## src/rtl/tsa_pkg.sv

```systemverilog
package tsa_pkg;
   localparam int STAT_W   = 8;
   localparam int N_LIMIT  = 4;
   localparam int N_FLAG   = 5;
   // flag vector index, also the descending status order from bit 6
   localparam int F_INT_HI = 0;
   localparam int F_INT_LO = 1;
   localparam int F_REM_HI = 2;
   localparam int F_REM_LO = 3;
   localparam int F_OPEN   = 4;
   localparam int BUSY_BIT = 7;
endpackage

```

## src/rtl/tsa_limit_chk.sv

```systemverilog
module tsa_limit_chk #(
   parameter int TEMP_W     = 8,
   parameter bit SIGNED_CMP = 1'b1,
   parameter bit HIGH_SIDE  = 1'b1
) (
   input  logic              clk,
   input  logic              rst_n,
   input  logic [TEMP_W-1:0] sample,
   input  logic              vld,
   input  logic [TEMP_W-1:0] limit,
   output logic              evt,
   output logic              cond_now
);
   logic trip;
   logic cond_q;

   generate
      if (TEMP_W < 2) begin : g_bad_w
         initial $fatal(1, "tsa_limit_chk: TEMP_W too small");
      end
      if (SIGNED_CMP) begin : g_signed
         if (HIGH_SIDE) begin : g_hi
            assign trip = $signed(sample) >= $signed(limit);
         end else begin : g_lo
            assign trip = $signed(sample) <= $signed(limit);
         end
      end else begin : g_unsigned
         if (HIGH_SIDE) begin : g_hi
            assign trip = sample >= limit;
         end else begin : g_lo
            assign trip = sample <= limit;
         end
      end
   endgenerate

   assign evt      = vld & trip;
   assign cond_now = vld ? trip : cond_q;

   always_ff @(posedge clk or negedge rst_n) begin
      if (!rst_n) cond_q <= 1'b0;
      else        cond_q <= cond_now;
   end

   AST_COND_HELD_NO_VLD: assert property (@(posedge clk) disable iff (!rst_n)
      !vld |=> cond_q == $past(cond_q));
endmodule

```

## src/rtl/tsa_sticky_flag.sv

```systemverilog
module tsa_sticky_flag (
   input  logic clk,
   input  logic rst_n,
   input  logic set_evt,
   input  logic cond_now,
   input  logic clr_rd,
   output logic flag_q
);
   always_ff @(posedge clk or negedge rst_n) begin
      if (!rst_n)       flag_q <= 1'b0;
      else if (set_evt) flag_q <= 1'b1;
      else if (clr_rd)  flag_q <= cond_now;
   end

   AST_EVT_SETS: assert property (@(posedge clk) disable iff (!rst_n)
      set_evt |=> flag_q);
   AST_RD_CLEARS: assert property (@(posedge clk) disable iff (!rst_n)
      (clr_rd && !set_evt && !cond_now) |=> !flag_q);
   AST_STICKY: assert property (@(posedge clk) disable iff (!rst_n)
      (!clr_rd && !set_evt) |=> flag_q == $past(flag_q));
endmodule

```

## src/rtl/tsa_alert_latch.sv

```systemverilog
module tsa_alert_latch (
   input  logic clk,
   input  logic rst_n,
   input  logic any_evt,
   input  logic any_cond,
   input  logic ara_rd,
   input  logic stat_rd,
   output logic alert_q
);
   always_ff @(posedge clk or negedge rst_n) begin
      if (!rst_n)                  alert_q <= 1'b0;
      else if (any_evt)            alert_q <= 1'b1;
      else if (ara_rd && !any_cond) alert_q <= 1'b0;
   end

   AST_ALERT_SET: assert property (@(posedge clk) disable iff (!rst_n)
      any_evt |=> alert_q);
   AST_STAT_KEEPS_ALERT: assert property (@(posedge clk) disable iff (!rst_n)
      (stat_rd && !ara_rd && alert_q) |=> alert_q);
   AST_ARA_RELEASE: assert property (@(posedge clk) disable iff (!rst_n)
      (ara_rd && !any_cond && !any_evt) |=> !alert_q);
   AST_ARA_PERSIST: assert property (@(posedge clk) disable iff (!rst_n)
      (alert_q && any_cond) |=> alert_q);
endmodule

```

## src/rtl/tsa_status_alert.sv

```systemverilog
module tsa_status_alert #(
   parameter int TEMP_W     = 8,
   parameter int ADDR_W     = 7,
   parameter bit SIGNED_CMP = 1'b1
) (
   input  logic              clk,
   input  logic              rst_n,
   input  logic [TEMP_W-1:0] int_temp,
   input  logic              int_vld,
   input  logic [TEMP_W-1:0] rem_temp,
   input  logic              rem_vld,
   input  logic [TEMP_W-1:0] int_hi_lim,
   input  logic [TEMP_W-1:0] int_lo_lim,
   input  logic [TEMP_W-1:0] rem_hi_lim,
   input  logic [TEMP_W-1:0] rem_lo_lim,
   input  logic              diode_open,
   input  logic              adc_busy,
   input  logic              stat_rd,
   input  logic              ara_rd,
   input  logic [ADDR_W-1:0] dev_addr,
   output logic [7:0]        status,
   output logic              alert_pull,
   output logic [7:0]        ara_byte,
   output logic              ara_ack
);
   import tsa_pkg::*;

   localparam int RESP_W = ADDR_W + 1;

   generate
      if (RESP_W != STAT_W) begin : g_bad_addr
         initial $fatal(1, "tsa_status_alert: ADDR_W must fill the response byte");
      end
   endgenerate

   logic [TEMP_W-1:0] smp  [N_LIMIT];
   logic [TEMP_W-1:0] lim  [N_LIMIT];
   logic              svld [N_LIMIT];
   logic [N_FLAG-1:0] evt;
   logic [N_FLAG-1:0] cond;
   logic [N_FLAG-1:0] flag;
   logic              alert_q;

   assign smp[F_INT_HI]  = int_temp;   assign lim[F_INT_HI] = int_hi_lim;
   assign smp[F_INT_LO]  = int_temp;   assign lim[F_INT_LO] = int_lo_lim;
   assign smp[F_REM_HI]  = rem_temp;   assign lim[F_REM_HI] = rem_hi_lim;
   assign smp[F_REM_LO]  = rem_temp;   assign lim[F_REM_LO] = rem_lo_lim;
   assign svld[F_INT_HI] = int_vld;    assign svld[F_INT_LO] = int_vld;
   assign svld[F_REM_HI] = rem_vld;    assign svld[F_REM_LO] = rem_vld;

   generate
      for (genvar gi = 0; gi < N_LIMIT; gi++) begin : g_lim
         tsa_limit_chk #(
            .TEMP_W    (TEMP_W),
            .SIGNED_CMP(SIGNED_CMP),
            .HIGH_SIDE ((gi % 2) == 0)
         ) u_chk (
            .clk     (clk),
            .rst_n   (rst_n),
            .sample  (smp[gi]),
            .vld     (svld[gi]),
            .limit   (lim[gi]),
            .evt     (evt[gi]),
            .cond_now(cond[gi])
         );
      end
   endgenerate

   assign evt[F_OPEN]  = diode_open;
   assign cond[F_OPEN] = diode_open;

   generate
      for (genvar gf = 0; gf < N_FLAG; gf++) begin : g_flag
         tsa_sticky_flag u_flag (
            .clk     (clk),
            .rst_n   (rst_n),
            .set_evt (evt[gf]),
            .cond_now(cond[gf]),
            .clr_rd  (stat_rd),
            .flag_q  (flag[gf])
         );
      end
   endgenerate

   tsa_alert_latch u_alert (
      .clk     (clk),
      .rst_n   (rst_n),
      .any_evt (|evt),
      .any_cond(|cond),
      .ara_rd  (ara_rd),
      .stat_rd (stat_rd),
      .alert_q (alert_q)
   );

   always_comb begin
      status           = '0;
      status[BUSY_BIT] = adc_busy;
      for (int k = 0; k < N_FLAG; k++) status[BUSY_BIT-1-k] = flag[k];
   end

   assign alert_pull = alert_q;
   assign ara_byte   = alert_q ? {dev_addr, 1'b1} : '0;
   assign ara_ack    = alert_q & ara_rd;

   always_comb begin
      AST_RSVD_ZERO: assert (status[1:0] == 2'b00);
   end
   AST_NO_RESP_IDLE: assert property (@(posedge clk) disable iff (!rst_n)
      !alert_pull |-> (ara_byte == 8'h00 && !ara_ack));
   AST_FLAG_NEEDS_ALERT: assert property (@(posedge clk) disable iff (!rst_n)
      $rose(|status[6:2]) |-> alert_pull);
endmodule

```

## config.mk

```make
export PLATFORM = sky130hd
export DESIGN_NAME = tsa_status_alert
export DESIGN_NICKNAME = d
export VERILOG_FILES = /design/src/rtl/tsa_pkg.sv /design/src/rtl/tsa_limit_chk.sv /design/src/rtl/tsa_sticky_flag.sv /design/src/rtl/tsa_alert_latch.sv /design/src/rtl/tsa_status_alert.sv
export SDC_FILE = /design/constraint.sdc
export NUM_CORES = 1
export LEC_CHECK = 0
export ABC_AREA = 1
export BUFFER_PORTS_ARGS = -buffer_cell sky130_fd_sc_hd__buf_2
export CORE_UTILIZATION = 41
export CTS_BUF_LIST = sky130_fd_sc_hd__clkbuf_4 sky130_fd_sc_hd__clkbuf_8
export DETAILED_ROUTE_END_ITERATION = 16
export PLACE_DENSITY = 0.77
export SLEW_MARGIN = 20
export SYNTH_ARGS = -nofsm -noshare
export SYNTH_HDL_FRONTEND = slang
export SYNTH_SLANG_ARGS = --single-unit
```

## constraint.sdc

```tcl
create_clock -name clk -period 1.4 [get_ports clk]
set_input_delay 0.28 -clock clk [delete_from_list [all_inputs] [get_ports clk]]
set_output_delay 0.28 -clock clk [all_outputs]
set_load 0.05 [all_outputs]
```

=== After elaboration in Yosys (flattened, before gate mapping) ===
Index checks and enable logic that the tools add are counted.
Widths: inputs -> output; s select.

* Register bits: 10
* Input port bits: 63
* Output and inout bits: 18
* Logic and storage cells: 46

* Magnitude comparators: 4
* Multiplexer cells: 17
* Bitwise gates (word level): 5
* Reductions and logical operators: 10

{| class="wikitable"
|+ Operator list
! kind !! count
|-
| $ge 8x8->1 || 2
|-
| $le 8x8->1 || 2
|-
| $mux 1 || 16
|-
| $reduce_bool 2->1 || 6
|-
| $reduce_or 5->1 || 2
|-
| $mux 8 || 1
|-
| $and 1x1->1 || 5
|-
| $logic_and 1x1->1 || 1
|-
| $logic_not 1->1 || 1
|}

=== Depth between registers and ports, before layout ===
Gate-level depths: netlist (run 1).

* Word-level depth: 7
* Depth in mapped cells: 17
* Gate-level depth less buffers: 17

=== By module ===
Synthesis (run 1) repeated with hierarchy kept, for this count alone.

* Cells, all modules: 264
* Area total of the unflattened synthesis: 1,581.5 µm²

{| class="wikitable"
|+ By module, submodules not included
! module !! instances !! cells an instance !! area an instance (µm²) !! sequential area each (µm²)
|-
| tsa_limit_chk (g_lim[1].u_chk ...) || 2 || 54 || 301.5 || 25.0
|-
| tsa_limit_chk (g_lim[0].u_chk ...) || 2 || 45 || 270.3 || 25.0
|-
| tsa_sticky_flag || 5 || 6 || 52.6 || 25.0
|-
| tsa_status_alert || 1 || 30 || 131.4 || 0.0
|-
| tsa_alert_latch || 1 || 6 || 43.8 || 25.0
|}

=== Least setup slack after synthesis (run 1) ===
No wires, ideal clock.

* Path type: reg2out
* Start point: reg u_alert.alert_q
* End point: out ara_ack
* Arrival time: 1,213 ps
* Data required time: 1,120 ps
* Setup slack: -93 ps
* Cell stages (with the launch flop): 4
* Path buffers: 1
* Path through: dfrtp_1 > buf_4 > nand2_1 > inv_1

* Word-level cells in the longest chain between the ends: 1

{| class="wikitable"
|+ RTL lines
! element !! RTL line !! text
|-
| start, declared || tsa_alert_latch.sv:8 || <nowiki>output logic alert_q</nowiki>
|-
| start signal, assigned || tsa_alert_latch.sv:11 || <nowiki>if (!rst_n) alert_q <= 1'b0;</nowiki>
|-
| start signal, assigned || tsa_alert_latch.sv:12 || <nowiki>else if (any_evt) alert_q <= 1'b1;</nowiki>
|-
| start signal, assigned || tsa_alert_latch.sv:13 || <nowiki>else if (ara_rd && !any_cond) alert_q <= 1'b0;</nowiki>
|-
| $and 1x1->1 || tsa_status_alert.sv:103 || <nowiki>assign ara_ack = alert_q & ara_rd;</nowiki>
|-
| end, declared || tsa_status_alert.sv:24 || <nowiki>output logic ara_ack</nowiki>
|}

Every way passes these cells.

=== Final worst setup path (run 1) ===
* Start point: in int_temp[1]
* End point: reg u_alert.alert_q

* Word-level cells in the longest chain between the ends: 6
* Elaborated cells between the ends (all ways): 12
* Those cells by class: order compare: 2; mux: 3; bitwise: 2; reduce/logical: 5

{| class="wikitable"
|+ RTL lines
! element !! RTL line !! text
|-
| start, declared || tsa_status_alert.sv:8 || <nowiki>input logic [TEMP_W-1:0] int_temp,</nowiki>
|-
| $ge 8x8->1 / $le 8x8->1 (equally long branches) || tsa_limit_chk.sv:23, tsa_limit_chk.sv:25 ||
|-
| $mux 1 || tsa_limit_chk.sv:37 || <nowiki>assign cond_now = vld ? trip : cond_q;</nowiki>
|-
| $reduce_or 5->1 || tsa_status_alert.sv:89 || <nowiki>.any_cond(|cond),</nowiki>
|-
| $logic_not 1->1 || tsa_alert_latch.sv:13 ||
|-
| $logic_and 1x1->1 || tsa_alert_latch.sv:13 ||
|-
| $reduce_bool 2->1 (no line) || -- ||
|}

Several ways; a longest one is shown, not always the timed one.
A chain may end at the register's enable or synchronous reset.

==> results of run 1 <==
==> per-layer routing <==
layer	vias up	track usage [%]
li1	845	-
met1	708	21.1
met2	61	32.8
met3	2	1.47
met4	0	4.76
met5	-	0
==> worst max path at each step <==
stage,start,endpoint,cells past startpoint
6_report,int_temp[1],u_alert.alert_q,12
5_1_grt,int_temp[1],u_alert.alert_q,12
4_1_cts,u_alert.alert_q,ara_byte[6],3
3_5_place_dp,rem_hi_lim[5],u_alert.alert_q,15
3_3_place_gp,rem_hi_lim[5],u_alert.alert_q,15
2_1_floorplan,rem_hi_lim[5],u_alert.alert_q,14
==> synth_stat cells, types with 2 or more instances <==
library cell  number
nor2_1            12
nand4_1            3
buf_4             10
inv_1             61
a21oi_1            8
dfrtp_1           10
nand3_1            9
nor2_2             3
nor3_1             3
nand2_1           62
ha_1              32
o21ai_0            3
o211ai_1           2
==> power breakdown <==
part           internal, mW  switching, mW
clock                 0.158          0.102
combinational         0.351          0.476
sequential            0.329         0.0179
==> critical path: stages <==
cell	delay, ns
buf_2	0.12
ha_1	0.33
a21oi_2	0.14
o21ai_1	0.07
nand2_1	0.10
nand2_1	0.06
nand2_1	0.07
nand3_2	0.07
nand2_2	0.08
nand2_1	0.06
nor2_1	0.09
nand2_1	0.06
==> logic make-up after synthesis <==
logic type      count (synthesis)  share of synthesized area [%]
fa+ha+maj                      32                           27.6
other cells                     1                          0.259
buf+inv                        71                           21.0
flops                          10                           17.3
simple gates                   94                           27.0
compound gates                 17                           6.82
==> final cells by class <==
class | instances | share of cell area, %
multi-input cells | 145 | 50.1
repair buffers | 90 | 24.5
flip-flops and latches | 10 | 10.7
inverters | 61 | 10.6
well taps | 46 | 2.46
clock buffers | 4 | 1.55
==> stage by stage <==
step / setup WS [ns] / total power [mW] / instance area, sq um
final: 0.0401 / 1.44 / 2340
after global routing: -0.111 / 1.56 / 2340
after CTS: 0.00251 / 1.35 / 2110
after detailed placement: -0.296 / 1.07 / 2060
after global placement: -0.291 / 1.06 / 2060
after floorplan: -0.0324 / 0.867 / 1610
==> sequential cells by signal (all words and copies together), names as in the netlist <==
name                  count
u_alert.alert_q           1
g_flag.u_flag.flag_q      5
g_lim.u_chk.cond_q        4
==> repair_timing <==
action | in CTS | in global routing
pin swaps | 0 | 32
gates resized for setup | 4 | 60
endpoints found under the setup margin | 4 | 11
hold buffers | 1 | 0
setup buffers | 0 | 3
endpoints found under the hold margin | 10 | 0
==> impl_metrics.py, run 1 <==
metrics = {
    "synthesis": {
        "yosysWarnings": 0,
        "synth_cell_types": 20,
        "synthCells": 225,
        "synth_area_leaders": "ha_1, dfrtp_1, nand2_1, inv_1, buf_4",
        "synth_top_area_share_pct": 27.6,
        "avgSynthCellArea_sq_um": 6.44,
        "synth_top_cell_by_area": "ha_1",
        "synth_edf_count": 0,
        "yosys_register_bits": 10,
        "async_reset_ff_share_pct": 100,
        "syn_area_sq_mm": 0.00145,
        "ys.flop_type": "dfrtp_1",
        "seq_area_frac_synth_pct": 17.3,
    },
    "final_layout": {
        "area_growth_pct": 61.7,
        "nFillCells": 284,
        "layout_common_cells": "buf_2, nand2_1, inv_1, ha_4, buf_4",
        "antenna_cells": 0,
        "final_util_pct": 69.7,
        "layout_commonest_cell": "buf_2",
        "drive_above_1_share_pct": 49.0,
        "seqCellArea_sq_um": 251,
        "multi_input_area_sq_mm": 0.00117,
        "nets": 406,
        "instances_no_fill": 356,
    },
    "clocking": {
        "clk_pin_slew_worst_paths_ns": 0.07,
        "cts_tree": "done",
        "clk_latency_ns": 0.26,
        "clock-sinks": 10,
        "clockBufferDepth": 2,
        "cts_max_level": 1,
        "cts_root_buffer": "clkbuf_4",
        "cts_buffers": 3,
    },
    "flow_run": {
        "drv_cap": 0,
    },
    "critical_path": {
        "cp-end-kind": "flop",
        "reg2reg_to": "u_alert.alert_q",
        "worstPathMaxFanout": 2,
        "worstSetupPathType": "in2reg",
        "reg2reg_from": "g_lim[1].u_chk.cond_q",
        "r2r_cells": 6,
        "worst_ep_arrival_time_ns": 1.51,
        "worstPathRequired_ns": 1.55,
        "r2r_slack_ns": 0.29,
        "worst_setup_path_start_kind": "input port",
    },
    "routing": {
        "dr.pass1.iters": 4,
        "wire_per_inst_um": 9.29,
        "met3WireLength_um": 231,
        "top_layer": "met4",
        "routed_via_density": 4.54,
        "ant_nets": 0,
        "met2_length_um": 1730,
        "met1_length_um": 1340,
        "drcViolationCount": 0,
        "drt-total-wl_um": 3310,
        "via_count": 1616,
        "drt_first_iter_violations": 85,
    },
    "global_route": {
        "antenna_found_initial": 0,
        "grt_pass1_vias": 1341,
        "grt_pass1_wl_um": 5050,
        "grt_overflow": 0,
        "track_usage_pct": 17.4,
        "grt_start_max_net_pins": 12,
    },
    "floorplanning": {
        "ios": 81,
        "dieArea_sq_mm": 0.00378,
        "core_area_sq_mm": 0.00336,
        "rows": 21,
        "die_h_um": 61.4,
        "start_util_pct": 43.1,
        "chipWidth_um": 61.4,
    },
    "timing": {
        "max_freq_mhz": 735,
        "skew_ns": 0.00435,
        "setup_viol": 0,
        "period_minus_slack_ns": 1.36,
        "rsz0062_at_grt": "true",
        "timing.hold.ws_ns": 0.222,
        "period_share_pct": 97.1,
        "slew_viol_final": 0,
        "fin_setup_tns_ns": 0,
        "hold_viol_final": 0,
    },
    "pwr": {
        "power-per-cell-area_mw_per_mm2": 612,
        "ir_worst_vdd_uv": 302,
        "leakage_nw": 1.37,
    },
    "min_path": {
        "min_path_cells": 3,
        "hp-class": "in2reg",
        "hold_path_end": "g_flag[4].u_flag.flag_q",
        "hold_start": "diode_open",
    },
    "place": {
        "io_buffers": 76,
        "dp_hpwl_um": 2660,
        "place.gp.congestion": 0.799,
        "dp.cells": 349,
    },
    "status": {
        "status": "complete, no violations",
    },
}
(Power assumes the default switching activity.)
==> run 2: changes to the inputs <==
--- a/config.mk
+++ b/config.mk
@@ -8,8 +8,10 @@
 export ABC_AREA = 1
 export BUFFER_PORTS_ARGS = -buffer_cell sky130_fd_sc_hd__buf_2
+export CORE_ASPECT_RATIO = 0.9
 export CORE_UTILIZATION = 41
 export CTS_BUF_LIST = sky130_fd_sc_hd__clkbuf_4 sky130_fd_sc_hd__clkbuf_8
 export DETAILED_ROUTE_END_ITERATION = 16
 export PLACE_DENSITY = 0.77
+export SKIP_CTS_REPAIR_TIMING = 1
 export SLEW_MARGIN = 20
 export SYNTH_ARGS = -nofsm -noshare
==> constraint.sdc (replaced) <==
create_clock -name clk -period 1.4 [get_ports clk]
set_input_delay 0.07 -clock clk [delete_from_list [all_inputs] [get_ports clk]]
set_output_delay 0.07 -clock clk [all_outputs]
set_load 0.05 [all_outputs]
==> run 2 against run 1 <==
- die area hardly changed
- power is 1.0% lower
- clock power is 40% higher
- core utilization is 8.9 points lower
- highest routed layer unchanged
- register-to-register slack improved by 0.05 ns
==> impl_metrics.py, run 2 (synthesis gave the netlist of run 1 again) <==
metrics = {
    "final_layout": {
        "largest_reg_flops": 5,
        "seqCellArea_sq_um": 250,
        "layout_commonest_cell": "buf_2",
        "final_util_pct": 60.8,
        "layout_common_cells": "buf_2, inv_1, nand2_1, ha_1, nor2_1",
        "drive_above_1_share_pct": 35.7,
        "nets": 404,
        "nFillCells": 327,
        "antenna_cells": 0,
        "regMostFlops": "g_flag.u_flag.flag_q",
        "area_growth_pct": 41.7,
        "reg_top3": "g_flag.u_flag.flag_q: 5 flops, g_lim.u_chk.cond_q: 4 flops, u_alert.alert_q: 1 flops",
        "multi_input_area_sq_um": 991,
    },
    "timing": {
        "skew_ns": 0.000161,
        "timing.hold.ws_ns": 0.0492,
        "worst_slack_ns": 0.133,
        "setup_viol": 0,
        "max_freq_mhz": 789,
        "slew_viol_final": 0,
        "period_share_pct": 90.5,
        "hold_viol_final": 0,
        "period_minus_slack_ns": 1.27,
    },
    "pwr": {
        "leakage_nw": 1.34,
        "ir_worst_vdd_uv": 266,
        "p_total_mw": 1.42,
        "power-per-cell-area_mw_per_mm2": 692,
    },
    "clocking": {
        "clockBufferDepth": 2,
        "clock-sinks": 10,
        "cts_root_buffer": "clkbuf_8",
        "cts_tree": "done",
        "cts_max_level": 1,
        "clk_latency_ns": 0.24,
        "clk_pin_slew_worst_paths_ns": 0.05,
        "cts_buffers": 3,
    },
    "min_path": {
        "hold_path_end": "g_flag[4].u_flag.flag_q",
        "hp-class": "in2reg",
        "hold_start": "diode_open",
        "min_path_cells": 3,
    },
    "global_route": {
        "grt_pass1_vias": 1279,
        "grt_pass1_wl_um": 4890,
        "grt_start_max_net_pins": 12,
        "antenna_found_initial": 0,
        "grt_overflow": 0,
        "track_usage_pct": 15.8,
    },
    "floorplanning": {
        "ios": 81,
        "die_h_um": 58.4,
        "chipWidth_um": 64.7,
        "start_util_pct": 42.9,
        "rows": 20,
        "dieArea_sq_mm": 0.00378,
        "core_area_sq_mm": 0.00338,
    },
    "place": {
        "dp_hpwl_um": 2660,
        "pre_cts_ws_ns": -0.138,
        "place.gp.congestion": 0.774,
        "io_buffers": 76,
    },
    "critical_path": {
        "worstSetupPathType": "in2reg",
        "reg2reg_from": "g_lim[1].u_chk.cond_q",
        "r2r_cells": 6,
        "cp-end-kind": "flop",
        "reg2reg_to": "u_alert.alert_q",
        "worst_setup_path_start_kind": "input port",
        "worstPathRequired_ns": 1.53,
        "worstPathMaxFanout": 3,
        "worst_ep_arrival_time_ns": 1.39,
        "r2r_slack_ns": 0.34,
    },
    "routing": {
        "via_count": 1534,
        "dr.pass1.iters": 4,
        "routed_via_density": 4.36,
        "drt_first_iter_violations": 52,
        "drt-total-wl_um": 3100,
        "wire_per_inst_um": 8.82,
        "drcViolationCount": 0,
        "ant_nets": 0,
    },
    "flow_run": {
        "drv_cap": 0,
    },
    "status": {
        "status": "complete, no violations",
    },
}
==> run 2: cell types whose count changed in the layout (fill, tap and decap cells not counted), sizes merged <==
| cell | delta |
|---|---|
| buf | -2 |
==> run 2: worst max-delay path, cell delays in order <==
cell and delay (ns):
buf_2 0.11, ha_1 0.29, nand2_1 0.08, nor2_2 0.18, nand2_2 0.08, nand3_1 0.08
nand3_2 0.08, nand2_2 0.09, nand2_1 0.07, nor2_1 0.10, nand2_1 0.05, nand2_1 0.05
nand2_1 0.05
==> run 2: area by class of cell <==
| type | count | area share [%] |
|---|---|---|
| Inverter | 61 | 11.2 |
| Clock buffer | 4 | 2.68 |
| Tap cell | 44 | 2.68 |
| Sequential cell | 10 | 12.2 |
| Timing Repair Buffer | 88 | 23.0 |
| Multi-Input combinational cell | 145 | 48.3 |
==> run 2: report_power, final <==
part / switching [mW] / leakage (nW) / internal (mW) / total [mW]
combinational: 0.428 / 1.20 / 0.279 / 0.707
sequential: 0.0190 / 0.116 / 0.330 / 0.349
clock: 0.117 / 0.0288 / 0.247 / 0.364
total: 0.564 / 1.34 / 0.857 / 1.42
==> run 2: how the worst max path moves through the flow <==
stage | endpoint | start | cells after the start
floorplan | ara_ack | u_alert.alert_q | 3
global placement | u_alert.alert_q | rem_temp[5] | 15
detailed placement | u_alert.alert_q | rem_temp[5] | 14
CTS | u_alert.alert_q | rem_temp[5] | 14
global route | u_alert.alert_q | rem_hi_lim[7] | 14
finish | u_alert.alert_q | rem_temp[7] | 13
==> run 2: routing by layer <==
metal | GRT usage (%) | routed length [um] | part of all wire (%)
met5 | 0 | 0 | 0
met4 | 3.81 | 14 | 0.45
met3 | 1.55 | 128 | 4.1
met2 | 26.6 | 1490 | 48
met1 | 21.7 | 1470 | 47
==> run 2: through the flow <==
stage / cells / instance area, sq um / setup TNS (ns)
2_1_floorplan: 226 / 1450 / 0
3_3_place_gp: 346 / 1890 / -0.129
3_5_place_dp: 346 / 1890 / -0.213
4_1_cts: 350 / 1940 / 0
5_1_grt: 352 / 2050 / -0.0221
6_report: 352 / 2050 / 0
